[src/rtl/pio_pkg.sv]
package pio_pkg;
    typedef enum logic [1:0] {
        MODE_IN = 2'd0,
        MODE_PP = 2'd1,
        MODE_OD = 2'd2,
        MODE_QB = 2'd3
    } pin_mode_e;

    typedef enum logic [1:0] {
        DRV_OFF   = 2'd0,
        DRV_LOW   = 2'd1,
        DRV_HIGH  = 2'd2,
        DRV_BOOST = 2'd3
    } drv_state_e;

    localparam int OFS_MODE  = 'h00;
    localparam int OFS_DATA  = 'h04;
    localparam int OFS_MASK  = 'h08;
    localparam int OFS_INDIS = 'h0C;
    localparam int OFS_STATE = 'h10;
    localparam int ALIAS_ORG = 'h100;
    localparam int PORT_STRIDE = 'h20;
    localparam int INDIS_LSB = 16;
endpackage

[src/rtl/pio_sync.sv]
module pio_sync #(
    parameter int W = 8
) (
    input  logic         clk,
    input  logic         rst_n,
    input  logic [W-1:0] async_i,
    output logic [W-1:0] sync_o
);
    logic [W-1:0] stage1_q;
    logic [W-1:0] stage2_q;

    always_ff @(posedge clk or negedge rst_n) begin
        if (!rst_n) begin
            stage1_q <= '0;
            stage2_q <= '0;
        end else begin
            stage1_q <= async_i;
            stage2_q <= stage1_q;
        end
    end

    assign sync_o = stage2_q;
endmodule

[src/rtl/pio_pin_drv.sv]
module pio_pin_drv
    import pio_pkg::*;
#(
    parameter int BOOST_CYCLES = 2
) (
    input  logic      clk,
    input  logic      rst_n,
    input  pin_mode_e mode_i,
    input  logic      dout_i,
    output logic      oe_o,
    output logic      val_o
);
    localparam int CNT_W = $clog2(BOOST_CYCLES + 1);
    localparam logic [CNT_W-1:0] CNT_LAST = CNT_W'(BOOST_CYCLES - 1);

    drv_state_e       state_q, state_d;
    logic [CNT_W-1:0] cnt_q, cnt_d;
    logic             prev_q;

    // State register
    always_ff @(posedge clk or negedge rst_n) begin
        if (!rst_n) begin
            state_q <= DRV_OFF;
            cnt_q   <= '0;
            prev_q  <= 1'b1;
        end else begin
            state_q <= state_d;
            cnt_q   <= cnt_d;
            prev_q  <= dout_i;
        end
    end

    // Next state
    always_comb begin
        state_d = DRV_OFF;
        cnt_d   = '0;
        unique case (mode_i)
            MODE_IN: state_d = DRV_OFF;
            MODE_PP: state_d = dout_i ? DRV_HIGH : DRV_LOW;
            MODE_OD: state_d = dout_i ? DRV_OFF : DRV_LOW;
            MODE_QB: begin
                if (!dout_i) begin
                    state_d = DRV_LOW;
                end else if (!prev_q) begin
                    state_d = DRV_BOOST;
                end else if (state_q == DRV_BOOST && cnt_q != CNT_LAST) begin
                    state_d = DRV_BOOST;
                    cnt_d   = cnt_q + 1'b1;
                end else begin
                    state_d = DRV_OFF;
                end
            end
            default: state_d = DRV_OFF;
        endcase
    end

    // Outputs
    always_comb begin
        oe_o  = 1'b0;
        val_o = 1'b0;
        unique case (state_q)
            DRV_OFF:   begin oe_o = 1'b0; val_o = 1'b0; end
            DRV_LOW:   begin oe_o = 1'b1; val_o = 1'b0; end
            DRV_HIGH:  begin oe_o = 1'b1; val_o = 1'b1; end
            DRV_BOOST: begin oe_o = 1'b1; val_o = 1'b1; end
            default:   begin oe_o = 1'b0; val_o = 1'b0; end
        endcase
    end

    assert_input_released_R2: assert property (@(posedge clk) disable iff (!rst_n)
        (mode_i == MODE_IN) |=> !oe_o);

    assert_pp_follows_R3: assert property (@(posedge clk) disable iff (!rst_n)
        (mode_i == MODE_PP) |=> (oe_o && (val_o == $past(dout_i))));

    assert_od_never_high_R4: assert property (@(posedge clk) disable iff (!rst_n)
        (mode_i == MODE_OD) |=> !(oe_o && val_o));

    assert_qb_rise_drives_R5: assert property (@(posedge clk) disable iff (!rst_n)
        (mode_i == MODE_QB && dout_i && !prev_q) |=> (oe_o && val_o));

    assert_qb_low_drives_R5: assert property (@(posedge clk) disable iff (!rst_n)
        (mode_i == MODE_QB && !dout_i) |=> (oe_o && !val_o));
endmodule

[src/rtl/pio_regs.sv]
module pio_regs
    import pio_pkg::*;
#(
    parameter int PINS    = 8,
    parameter int ADDR_W  = 12,
    parameter int PORT_ID = 0
) (
    input  logic                clk,
    input  logic                rst_n,
    input  logic                bus_sel,
    input  logic                bus_wr,
    input  logic [ADDR_W-1:0]   bus_addr,
    input  logic [31:0]         bus_wdata,
    output logic [31:0]         bus_rdata,
    input  logic [PINS-1:0]     sync_i,
    output logic [2*PINS-1:0]   mode_o,
    output logic [PINS-1:0]     dout_o
);
    localparam logic [ADDR_W-1:0] ALIAS_BASE = ADDR_W'(ALIAS_ORG + PORT_STRIDE * PORT_ID);

    logic [2*PINS-1:0] mode_q;
    logic [PINS-1:0]   dout_q, mask_q, indis_q;
    logic [PINS-1:0]   pin_state;
    logic [PINS-1:0]   alias_onehot;
    logic [2:0]        alias_idx;
    logic              alias_hit, alias_bit;
    logic              wr, rd;
    logic              hit_mode, hit_data, hit_mask, hit_indis, hit_state;
    logic              unused_wdata;

    assign unused_wdata = ^bus_wdata;

    assign wr = bus_sel && bus_wr;
    assign rd = bus_sel && !bus_wr;

    assign hit_mode  = (bus_addr == ADDR_W'(OFS_MODE));
    assign hit_data  = (bus_addr == ADDR_W'(OFS_DATA));
    assign hit_mask  = (bus_addr == ADDR_W'(OFS_MASK));
    assign hit_indis = (bus_addr == ADDR_W'(OFS_INDIS));
    assign hit_state = (bus_addr == ADDR_W'(OFS_STATE));

    assign alias_idx = bus_addr[4:2];
    assign alias_hit = (bus_addr[ADDR_W-1:5] == ALIAS_BASE[ADDR_W-1:5]) &&
                       (bus_addr[1:0] == 2'b00) && (int'(alias_idx) < PINS);

    always_comb begin
        alias_onehot = '0;
        if (alias_hit) alias_onehot[alias_idx] = 1'b1;
    end

    // New value for the addressed pin: load or toggle
    assign alias_bit = bus_wdata[1] ? (dout_q[alias_idx] ^ bus_wdata[0]) : bus_wdata[0];

    always_ff @(posedge clk or negedge rst_n) begin
        if (!rst_n) begin
            mode_q  <= '0;
            dout_q  <= '1;
            mask_q  <= '0;
            indis_q <= '0;
        end else if (wr) begin
            if (hit_mode)  mode_q  <= bus_wdata[2*PINS-1:0];
            if (hit_mask)  mask_q  <= bus_wdata[PINS-1:0];
            if (hit_indis) indis_q <= bus_wdata[INDIS_LSB +: PINS];
            if (hit_data)
                dout_q <= (bus_wdata[PINS-1:0] & ~mask_q) | (dout_q & mask_q);
            else if (alias_hit)
                dout_q <= (dout_q & ~alias_onehot) | (alias_onehot & {PINS{alias_bit}});
        end
    end

    assign pin_state = sync_i & ~indis_q;

    always_comb begin
        bus_rdata = '0;
        if (rd) begin
            if (hit_mode)       bus_rdata[2*PINS-1:0] = mode_q;
            else if (hit_data)  bus_rdata[PINS-1:0]   = dout_q;
            else if (hit_mask)  bus_rdata[PINS-1:0]   = mask_q;
            else if (hit_indis) bus_rdata[INDIS_LSB +: PINS] = indis_q;
            else if (hit_state) bus_rdata[PINS-1:0]   = pin_state;
            else if (alias_hit) bus_rdata[0]          = pin_state[alias_idx];
        end
    end

    assign mode_o = mode_q;
    assign dout_o = dout_q;

    assert_mask_holds_R6: assert property (@(posedge clk) disable iff (!rst_n)
        (wr && hit_data) |=> ((dout_q & $past(mask_q)) == ($past(dout_q) & $past(mask_q))));

    assert_alias_single_pin_R10: assert property (@(posedge clk) disable iff (!rst_n)
        (wr && alias_hit) |=> (((dout_q ^ $past(dout_q)) & ~$past(alias_onehot)) == '0));

    assert_disabled_reads_zero_R7: assert property (@(posedge clk) disable iff (!rst_n)
        (rd && hit_state) |-> ((bus_rdata[PINS-1:0] & indis_q) == '0));
endmodule

[src/rtl/pio_port.sv]
module pio_port
    import pio_pkg::*;
#(
    parameter int PINS         = 8,
    parameter int ADDR_W       = 12,
    parameter int PORT_ID      = 0,
    parameter int BOOST_CYCLES = 2
) (
    input  logic              clk,
    input  logic              rst_n,
    input  logic              bus_sel,
    input  logic              bus_wr,
    input  logic [ADDR_W-1:0] bus_addr,
    input  logic [31:0]       bus_wdata,
    output logic [31:0]       bus_rdata,
    input  logic [PINS-1:0]   pad_in,
    output logic [PINS-1:0]   pad_oe,
    output logic [PINS-1:0]   pad_out
);
    logic [PINS-1:0]   pin_sync;
    logic [2*PINS-1:0] mode_flat;
    logic [PINS-1:0]   dout;

    pio_sync #(.W(PINS)) u_sync (
        .clk     (clk),
        .rst_n   (rst_n),
        .async_i (pad_in),
        .sync_o  (pin_sync)
    );

    pio_regs #(.PINS(PINS), .ADDR_W(ADDR_W), .PORT_ID(PORT_ID)) u_regs (
        .clk       (clk),
        .rst_n     (rst_n),
        .bus_sel   (bus_sel),
        .bus_wr    (bus_wr),
        .bus_addr  (bus_addr),
        .bus_wdata (bus_wdata),
        .bus_rdata (bus_rdata),
        .sync_i    (pin_sync),
        .mode_o    (mode_flat),
        .dout_o    (dout)
    );

    for (genvar i = 0; i < PINS; i++) begin : g_pin
        pio_pin_drv #(.BOOST_CYCLES(BOOST_CYCLES)) u_drv (
            .clk    (clk),
            .rst_n  (rst_n),
            .mode_i (pin_mode_e'(mode_flat[2*i +: 2])),
            .dout_i (dout[i]),
            .oe_o   (pad_oe[i]),
            .val_o  (pad_out[i])
        );
    end
endmodule

[config.mk]
export PLATFORM = sky130hd
export DESIGN_NAME = pio_port
export DESIGN_NICKNAME = d
export VERILOG_FILES = /design/src/rtl/pio_pkg.sv /design/src/rtl/pio_sync.sv /design/src/rtl/pio_pin_drv.sv /design/src/rtl/pio_regs.sv /design/src/rtl/pio_port.sv
export SDC_FILE = /design/constraint.sdc
export NUM_CORES = 1
export LEC_CHECK = 0
export ABC_AREA = 0
export BUFFER_PORTS_ARGS = -buffer_cell sky130_fd_sc_hd__buf_2
export CAP_MARGIN = 5
export CORE_MARGIN = 2
export CORE_UTILIZATION = 25
export CTS_CLUSTER_DIAMETER = 150
export DETAILED_ROUTE_END_ITERATION = 6
export GPL_ROUTABILITY_DRIVEN = 0
export SLEW_MARGIN = 10
export SYNTH_ARGS = -nofsm -noshare
export SYNTH_HDL_FRONTEND = slang
export SYNTH_SLANG_ARGS = --single-unit
[constraint.sdc]
create_clock -name clk -period 4.1 [get_ports clk]
set_clock_uncertainty 0.15 [all_clocks]
set_input_delay 0.205 -clock clk [delete_from_list [all_inputs] [get_ports clk]]
set_output_delay 0.205 -clock clk [all_outputs]
set_load 0.005 [all_outputs]
* Word-level counts from Yosys, hierarchy flattened
Cells that the tools add are included.
Widths: inputs -> output; s select.
** Cells by class
- Add/sub/neg operators :: 8
- $mul :: 0
- Divide/modulo/power cells :: 0
- Order comparisons :: 2
- Equal/unequal tests :: 61
- Shift-type cells :: 0
- Muxes and demuxes :: 119
- Bitwise gates (word level) :: 11
- Reduce and logical (&&, ||, !) cells :: 60
** Operators by type and width (count)
- $mux 2 :: 64
- $mux 8 :: 12
- $eq 2x2->1 const B :: 32
- $pmux 2 s4 :: 8
- $and 8x8->8 :: 5
- $logic_not 2->1 :: 17
- $eq 2x1->1 const B :: 16
- $pmux 1 s2 :: 16
- $reduce_or 2->1 :: 16
- $eq 12x4->1 const B :: 2
- $mux 24 :: 1
- $not 8->8 :: 3
- $reduce_or 3->1 :: 8
- $add 2x1->2 const B :: 8
- $ne 2x1->1 const B :: 8
- $or 8x8->8 :: 2
- $mux 1 :: 14
- $eq 12x3->1 const B :: 1
- $eq 12x5->1 const B :: 1
- $logic_and 1x1->1 :: 12
- $logic_not 12->1 :: 1
- $reduce_and 2->1 :: 4
- $eq 7x4->1 const B :: 1
- $mux 7 :: 1
- other kinds (7) :: 8
** Word-level totals
- Flip-flop bits (word level) :: 96
- Latch bits :: 0
- Bits in writable memories :: 0
- Memory bits (read-only) :: 0
- Input port bits :: 56
- Output and inout bits :: 48
- Word-level logic and storage cells :: 291
- Memories :: 0

* Depth between registers and ports, before layout
Gate-level depths: netlist (run 1).
- Word-level depth :: 11
- Mapped depth :: 7
- Depth with buffers taken out :: 6

* By module
A second synthesis (run 1) with hierarchy kept.
** Second synthesis, totals
- Cells, all modules :: 438
- Area, all modules :: 5012.3 µm²
** Modules (own cells, without submodules)
- pio_regs :: instances 1, cells an instance 270, area each 2830.2 µm², seq. area each 1011.0 µm²
- pio_pin_drv :: instances 8, cells an instance 19, area each 222.7 µm², seq. area each 126.4 µm²
- pio_sync :: instances 1, cells an instance 16, area each 400.4 µm², seq. area each 400.4 µm²

* Worst setup path after synthesis (run 1)
Ideal clock, no wire load.
- Kind :: input port to flip-flop
- From :: input port bus_addr[1]
- To :: register u_regs.mask_q[2]
- Library setup time :: 0.125 ns
- Data arrival time :: 1.626 ns
- Required time :: 3.825 ns
- Slack :: 2.199 ns
- Stages :: 5
- Buffers on the path :: 1
- Cell sequence :: nor4_4 > nand3_2 > nor4_2 > buf_2 > mux2_2
** On the way
- Word-level cells in the longest chain between the ends :: 2
** Ends and longest elaborated chain
- from (decl) :: RTL line pio_port.sv:13 : input logic [ADDR_W-1:0] bus_addr,
- $eq 12x4->1 :: RTL line pio_regs.sv:38 : assign hit_mask = (bus_addr == ADDR_W'(OFS_MASK));
- $reduce_and 2->1 (no source line)
- to (signal assigned) :: RTL line pio_regs.sv:62 : if (hit_mask) mask_q <= bus_wdata[PINS-1:0];
- to (decl) :: RTL line pio_regs.sv:22 : logic [PINS-1:0] dout_q, mask_q, indis_q;
Every way passes these cells.
A chain may end at the register's enable or synchronous reset.

* Final worst setup path (run 1)
- From :: input port bus_addr[6]
- To :: output port bus_rdata[0]
** On the way
- Word-level cells in the longest chain between the ends :: 9
- Elaborated cells between the ends (all ways) :: 14
- Those cells by class :: eq/ne: 5; mux: 7; reduce/logical: 2
** Ends and longest elaborated chain
- $eq 7x4->1 :: RTL line pio_regs.sv:43 : assign alias_hit = (bus_addr[ADDR_W-1:5] == ALIAS_BASE[ADDR_W-1:5]) &&
- $logic_and 1x1->1 :: RTL line pio_regs.sv:43
- $mux 1 :: RTL line pio_regs.sv:81 : else if (alias_hit) bus_rdata[0] = pin_state[alias_idx];
- $mux 1 :: RTL line pio_regs.sv:80 : else if (hit_state) bus_rdata[PINS-1:0] = pin_state;
- $mux 8 :: RTL line pio_regs.sv:79 : else if (hit_indis) bus_rdata[INDIS_LSB +: PINS] = indis_q;
- $mux 8 :: RTL line pio_regs.sv:78 : else if (hit_mask) bus_rdata[PINS-1:0] = mask_q;
- $mux 8 :: RTL line pio_regs.sv:77 : else if (hit_data) bus_rdata[PINS-1:0] = dout_q;
- $mux 8 (*) :: RTL line pio_regs.sv:76 : if (hit_mode) bus_rdata[2*PINS-1:0] = mode_q;
- $mux 24 (*) :: RTL line pio_regs.sv:75 : if (rd) begin
- to (decl) :: RTL line pio_port.sv:15 : output logic [31:0] bus_rdata,
Every way passes the cells marked *; elsewhere a longest branch is shown, timed or not.

==> metrics, run 1 <==
FMAX=380 MHz; Post-Synth XOR/XNOR Area=0.181%; Net count, final=626; Crit. Startpoint=bus_addr[6]; Syn Inst Count=468; Synth async-reset ratio=100%; later-pin clock latency in the skew report=0.35 ns; initial DRC count=182; Post-synth EDFFs=0; Clk network pwr share=43.3%; Power Internal=1.49 mW; proportion of layout cells with a drive suffix above 1=27.2%; CP arrival=2.28 ns; Critical Path RT=3.74 ns; Yosys cell types=55; Final Hold Viols=0; Seq pwr share=49.9%; antenna violations before repair=0; Total GRT Usage=12.0%; Syn Area/Cell=10.3 µm²; synthesized area=0.00483 mm²; clk sink count=96; Final Non-Filler Cells=827; final core occ=31.8%; largest fanout on the critical path=18; Yosys warnings=0; critical path launch point type=primary input; via count=3719; outcome=finished clean; CTS tree=built; Least-Margin Pin Slew=0.830 ns; vias in the first global route=3641; CP endpoint=bus_rdata[0]; Root Driver=clkbuf_16; Fin Setup TNS=0 ns; Die Y=143 µm; number of CTS-inserted buffers=9; Resize count post-CTS=0; Period Utilization, post-route=64.2%; HP Class=primary input to register; Critical Path End Type=output pin; NetSw=0.440 mW; RSZ-0062 raised after global routing=no; wirelength, routed=11.9 mm; Ant. Diodes=0; sw frac=22.9%; Post-CTS Setup Repair Bufs=0; DR pass1 iterations=5; WL/cell=14.3 µm; Simple-Gate Fraction of Synth Area=19.4%; Combinational Power Share=6.8%; Pwr Density=321 mW/mm²; post-synthesis compound-gate area fraction=12.3%; Max Slew Vio Count=0; GRT overflow=0; first-pass GRT wire length=19.1 mm; H-tree depth=3; critical path class=primary input to output pin; headroom to the max-slew limit=44.6%; share of the yosys chip area belonging to registers=50.1%; IO Pins=104; clk slew on worst S/H paths=0.07 ns; Hold Buf Count CTS=34; mux cell area share after synthesis=8.44%; worst vdd ir=248 µV; predominant post-synthesis flop cell=dfrtp_1; Tmin final=2.63 ns; Initial Utilization=25.7%; final setup vio count=0; reg-to-reg slack, setup=2.04 ns; DIE AREA=0.0205 mm²; Post-DRT Antenna Nets=0; core footprint=0.0188 mm²; Yosys reg bits=96; Remaining DRCs=0; r2r worst-path depth=5; DIE WIDTH=143 µm; port bufs=87; half-perimeter wire length after placement=8.48 mm; largest net degree at the start of global routing=65; max_cap viols=0; Leak=2.70 nW; adder-cell area share of the yosys netlist=2.07%; Inst Count DP=777; row count=50; largest family of logic cells by synthesized area=simple AND/OR/NAND/NOR gates; Area Growth Syn to Fin=24.1%; vias per inst=4.50; Bufs on Longest Clock Path=2
==> logic make-up after synthesis <==
group / Yosys count
xor+xnor: 1
flops: 96
fa+ha+maj: 8
mux: 32
simple gates: 173
buf+inv: 67
compound gates: 90
other cells: 1
==> power by group through the flow <==
stage               logic, mW  clock network, mW  registers [mW]
floorplan              0.0519                  0           0.977
global placement        0.107                  0           0.978
detailed placement      0.108                  0           0.978
CTS                     0.133              0.860           0.961
global route            0.146              0.898           0.962
finish                  0.132              0.833           0.961
==> metal layers <==
layer	part of all wire [%]	GRT usage, %	vias to the layer above
met5	0	0	-
met4	2.0	4.53	0
met3	7.0	3.49	17
met2	45	18.5	138
met1	46	16.0	1753
li1	-	-	1811
==> critical path: stages <==
cell and delay [ns]:
buf_2 0.11, nor4_4 0.54, nand2_2 0.37, a2111oi_0 0.54
a21oi_1 0.08, a211oi_1 0.25, buf_2 0.17
==> placed cells by master (no fill, tap or decap), drive strengths merged, types with 2 or more instances in the layout <==
master | synthesis | layout
ha | 8 | 8
o41ai | 2 | 2
nor2 | 40 | 40
dlygate4sd3 | 0 | 34
a31oi | 16 | 16
conb | 1 | 8
nand4 | 5 | 5
o31ai | 3 | 3
nor3b | 6 | 6
o22a | 3 | 3
nand3b | 9 | 9
nand2b | 6 | 6
nand2 | 38 | 38
inv | 18 | 19
nor3 | 8 | 8
a211oi | 3 | 3
nor2b | 9 | 9
and2 | 15 | 15
o21ai | 30 | 30
clkbuf | 17 | 9
a2111oi | 4 | 4
a311oi | 2 | 2
nor4 | 7 | 7
dfrtp | 80 | 80
o2bb2ai | 6 | 6
buf | 32 | 91
nand3 | 12 | 12
or4 | 2 | 2
o311ai | 3 | 3
or3 | 6 | 6
or2 | 9 | 9
o31a | 2 | 2
dfstp | 16 | 16
a21oi | 9 | 9
clkinv | 0 | 4
a21o | 2 | 2
mux2 | 30 | 30
o21a | 2 | 2
==> cell usage after synthesis, types with 2 or more instances <==
master / n / share of area (%)
mux2_1: 14 / 3.3
nor2_1: 40 / 3.1
buf_4: 24 / 3.7
a31oi_1: 16 / 2.1
nor3b_1: 6 / 0.93
o31a_1: 2 / 0.36
nand3_1: 11 / 1.1
nand4_1: 4 / 0.52
and2_1: 14 / 1.8
o31ai_1: 3 / 0.47
buf_2: 7 / 0.72
nand3b_1: 9 / 1.4
or3_1: 6 / 0.78
o22a_1: 3 / 0.54
a2111oi_0: 2 / 0.36
nor4_4: 2 / 0.88
nor4_1: 4 / 0.52
dfstp_2: 16 / 8.7
inv_1: 18 / 1.4
o311ai_1: 3 / 0.54
a21oi_1: 9 / 0.93
a2111oi_1: 2 / 0.41
ha_1: 8 / 2.1
nor3_1: 8 / 0.83
a311oi_1: 2 / 0.36
o2bb2ai_1: 6 / 1.1
or2_2: 8 / 1.0
a21o_1: 2 / 0.31
mux2_2: 6 / 1.4
nand2_1: 37 / 2.9
o41ai_1: 2 / 0.36
or4_1: 2 / 0.31
o21a_1: 2 / 0.31
clkbuf_1: 17 / 1.3
dfrtp_1: 80 / 41
nand2b_1: 6 / 0.78
a211oi_1: 3 / 0.47
o21ai_0: 30 / 3.1
nor2b_1: 9 / 1.2
mux2_4: 10 / 3.1
==> stage by stage <==
step                worst slack [ns]  instance area (µm²)  power (mW)  hold WS, ns
global route                    1.16                 6000        2.01       0.0475
floorplan                       2.20                 4860        1.03       -0.241
finish                          1.47                 6000        1.93       0.0118
CTS                             1.44                 6000        1.95    0.0000692
detailed placement              1.45                 5360        1.09        0.164
global placement                1.48                 5360        1.09        0.162
==> cell type report <==
cell class	count	area, µm²
clock inverter	7	70.1
timing repair buffer	125	808
fill	1937	12800
inverter	18	67.6
tap	260	325
sequential	96	2420
multi-input combinational	312	2080
clock buffer	9	225
==> registers in the layout (all words and copies together), names as in the netlist, named ones only <==
name and cells:
g_pin.u_drv.cnt_q 16, g_pin.u_drv.state_q 16, u_regs.mode_o 16, g_pin.u_drv.prev_q 8, u_regs.indis_q 8, u_regs.mask_q 8
u_sync.stage1_q 8, u_sync.sync_o 8
==> worst min path at each step <==
stage,start,endpoint,depth (start not counted)
finish,bus_wr,register,4
global route,bus_wdata[0],u_regs.mask_q[0]$_DFFE_PN0P_,3
CTS,bus_wr,register,4
detailed placement,pad_in[1],u_sync.stage1_q[1]$_DFF_PN0_,1
global placement,pad_in[7],u_sync.stage1_q[7]$_DFF_PN0_,1
floorplan,rst_n,g_pin[0].u_drv.cnt_q[0]$_DFF_PN0_,0
Power figures use the tool's default switching activity.
==> run 2, diff against run 1 <==
--- a/config.mk
+++ b/config.mk
@@ -5,7 +5,7 @@
 export SDC_FILE = /design/constraint.sdc
 export NUM_CORES = 1
 export LEC_CHECK = 0
-export ABC_AREA = 0
+export ABC_AREA = 1
 export BUFFER_PORTS_ARGS = -buffer_cell sky130_fd_sc_hd__buf_2
 export CAP_MARGIN = 5
 export CORE_MARGIN = 2
==> constraint.sdc (replaced) <==
create_clock -name clk -period 2.16 [get_ports clk]
set_clock_uncertainty 0.15 [all_clocks]
set_input_delay 0.108 -clock clk [delete_from_list [all_inputs] [get_ports clk]]
set_output_delay 0.108 -clock clk [all_outputs]
set_load 0.005 [all_outputs]
==> metrics, run 2 <==
CTS tree=built; dpl cell area=0.00573 mm²; first-pass GRT wire length=20.7 mm; Die Y=148 µm; Post-Synth XOR/XNOR Area=0%; Bufs on Longest Clock Path=2; Root Driver=clkbuf_16; core footprint=0.0202 mm²; WL/cell=12.4 µm; antenna violations before repair=1; Tmin final=2.00 ns; top cells by area, synth=dfrtp_1 (39%), inv_1 (8.8%), nand2_1 (8.4%), dfstp_2 (8.1%), nor2_1 (5.2%); outcome=finished clean; r2r worst-path depth=8; Cell Chain, Critical Path=inv_1 -> nand2_1 -> nor2_1 -> nand2_1 -> nand2_1 -> o21ai_0 -> a21oi_1 -> buf_2; largest family of logic cells by synthesized area=simple AND/OR/NAND/NOR gates; leading cell type in the layout, fill and taps excluded=inv_1; DIE WIDTH=148 µm; critical path launch point type=register; clk slew on worst S/H paths=0.07 ns; Yosys reg bits=96; Least-Margin Pin Slew=0.566 ns; mux cell area share after synthesis=1.75%; synth cell count leaders=inv_1 (121), nand2_1 (115), dfrtp_1 (80), nor2_1 (72), a21oi_1 (52); DIE AREA=0.0218 mm²; slowest CP cell=dfrtp_1; Initial Utilization=25.5%; footprint of the multi-input gates=0.00202 mm²; Post-synth EDFFs=0; Crit. Startpoint=u_regs.indis_q[1]$_DFFE_PN0P_; Hold Startpoint=bus_addr[3]; Total GRT Usage=12.1%; Fin Setup TNS=0 ns; number of CTS-inserted buffers=9; most numerous cell in the Yosys netlist=inv_1; Synth async-reset ratio=100%; max_cap viols=0; adder-cell area share of the yosys netlist=1.94%; Inst Count DP=982; critical path class=register to output pin; H-tree depth=3; largest fanout on the critical path=2; DR pass1 iterations=4; Net count, final=820; post-place setup slack=0.169 ns; Yosys warnings=0; synthesized area=0.00516 mm²; commonest cells after routing, fill and taps aside=inv_1 (120), nand2_1 (113), buf_2 (86), dfrtp_1 (80), nor2_1 (72); Post-DRT Antenna Nets=0; reg-to-reg slack, setup=0.38 ns; predominant post-synthesis flop cell=dfrtp_1; Crit path top cell by count=nand2_1; proportion of layout cells with a drive suffix above 1=22.7%; fin area=0.00638 mm²; Critical Path End Type=output pin; headroom to the max-slew limit=62.3%; area leader, netlist=dfrtp_1; GRT overflow=0; later-pin clock latency in the skew report=0.35 ns; register area=0.00242 mm²; port bufs=87; Final Hold Viols=0; Yosys cell types=32; Leak=3.23 nW; share of the yosys chip area belonging to registers=46.9%; Synth top area share=38.8%; worst vdd ir=341 µV; post-route total power=3.72 mW; filler instances=2139; Syn Area/Cell=7.88 µm²; clk sink count=96; worst path bufs/invs=2; RSZ-0062 raised after global routing=no; post-synthesis compound-gate area fraction=10.1%; via count=4348; CP arrival=1.75 ns; Area Growth Syn to Fin=23.7%; final setup vio count=0; Pwr Density=583 mW/mm²; largest net degree at the start of global routing=97; vias in the first global route=4008; Top delay family on crit path=compound AO/OA/AOI/OAI gates; Period Utilization, post-route=92.8%; row count=52; post-route setup slack=0.156 ns; Syn Inst Count=655; IO Pins=104; CP max stage delay=0.39 ns; HP Class=primary input to register; half-perimeter wire length after placement=9.68 mm; Final Non-Filler Cells=1032; FMAX=499 MHz; WHS Path Cells=6; Simple-Gate Fraction of Synth Area=24.5%; Remaining DRCs=0; Critical Path RT=1.90 ns; Max Slew Vio Count=0; initial DRC count=160; vias per inst=4.21; wirelength, routed=12.8 mm
## run 2: changes by cell type after synthesis, moves of 13 or more
cell and change:
a21oi_1 +43, nand3_1 +14, nor2_1 +32, mux2_1 -14, o21ai_1 +13, nand2_1 +78, o21ai_0 -17, a31oi_1 -16
inv_1 +103, nor3_1 +30, and2_1 -14
## run 2: worst reg2reg max path: stages (launching register included)
cell     delay (ns)
dfstp_2        0.60
inv_1          0.14
nor2_1         0.13
nor2_1         0.05
nand3_1        0.09
nand4_1        0.10
nand2_2        0.20
nand2_1        0.08
a21oi_1        0.16
## run 2: cell type report
| cell class | count | area share (%) |
|---|---|---|
| antenna | 1 | 0.0392 |
| clock inverter | 6 | 1.14 |
| multi-input combinational | 397 | 31.6 |
| inverter | 128 | 7.53 |
| timing repair buffer | 124 | 12.7 |
| clock buffer | 10 | 3.74 |
| sequential | 96 | 37.9 |
| tap | 270 | 5.29 |
## run 2: report_power, final
part	switching [mW]	internal [mW]
clock	0.715	0.946
sequential	0.00531	1.82
combinational	0.143	0.0953
## run 2: timing repair
item,4_1_cts,5_1_grt
buffers inserted,0,0
hold buffers,33,0
gates resized for setup,0,6
hold endpoints to repair,120,0
setup endpoints to repair,0,2
## run 2: cells by family after synthesis
kind of cell,count (synthesis)
AO/OA/AOI/OAI,93
adder cells (fa/ha/maj),8
buffers and inverters,169
flip-flops,96
multiplexers,8
other,1
AND/OR/NAND/NOR,280
## run 2: through the flow
step	util [%]	hold WS (ns)
3_5_place_dp	28.3	0.0601
2_1_floorplan	-	-0.338
5_1_grt	31.5	0.180
6_report	31.5	0.137
3_3_place_gp	28.3	0.0590
4_1_cts	31.5	0.115
## run 2: how the worst max path moves through the flow
stage / depth (start not counted) / to / slack (ns)
global route: 10 / bus_rdata[1] / 0.03
floorplan: 8 / register / 0.71
finish: 8 / bus_rdata[1] / 0.16
CTS: 5 / bus_rdata[4] / 0.11
detailed placement: 10 / bus_rdata[1] / 0.17
global placement: 10 / bus_rdata[1] / 0.19
## run 2: metal layers
metal,part of all wire (%),global-route usage (%)
met4,0.80,2.69
met1,48,16.8
met2,46,19.3
met3,5.4,2.93
met5,0,0
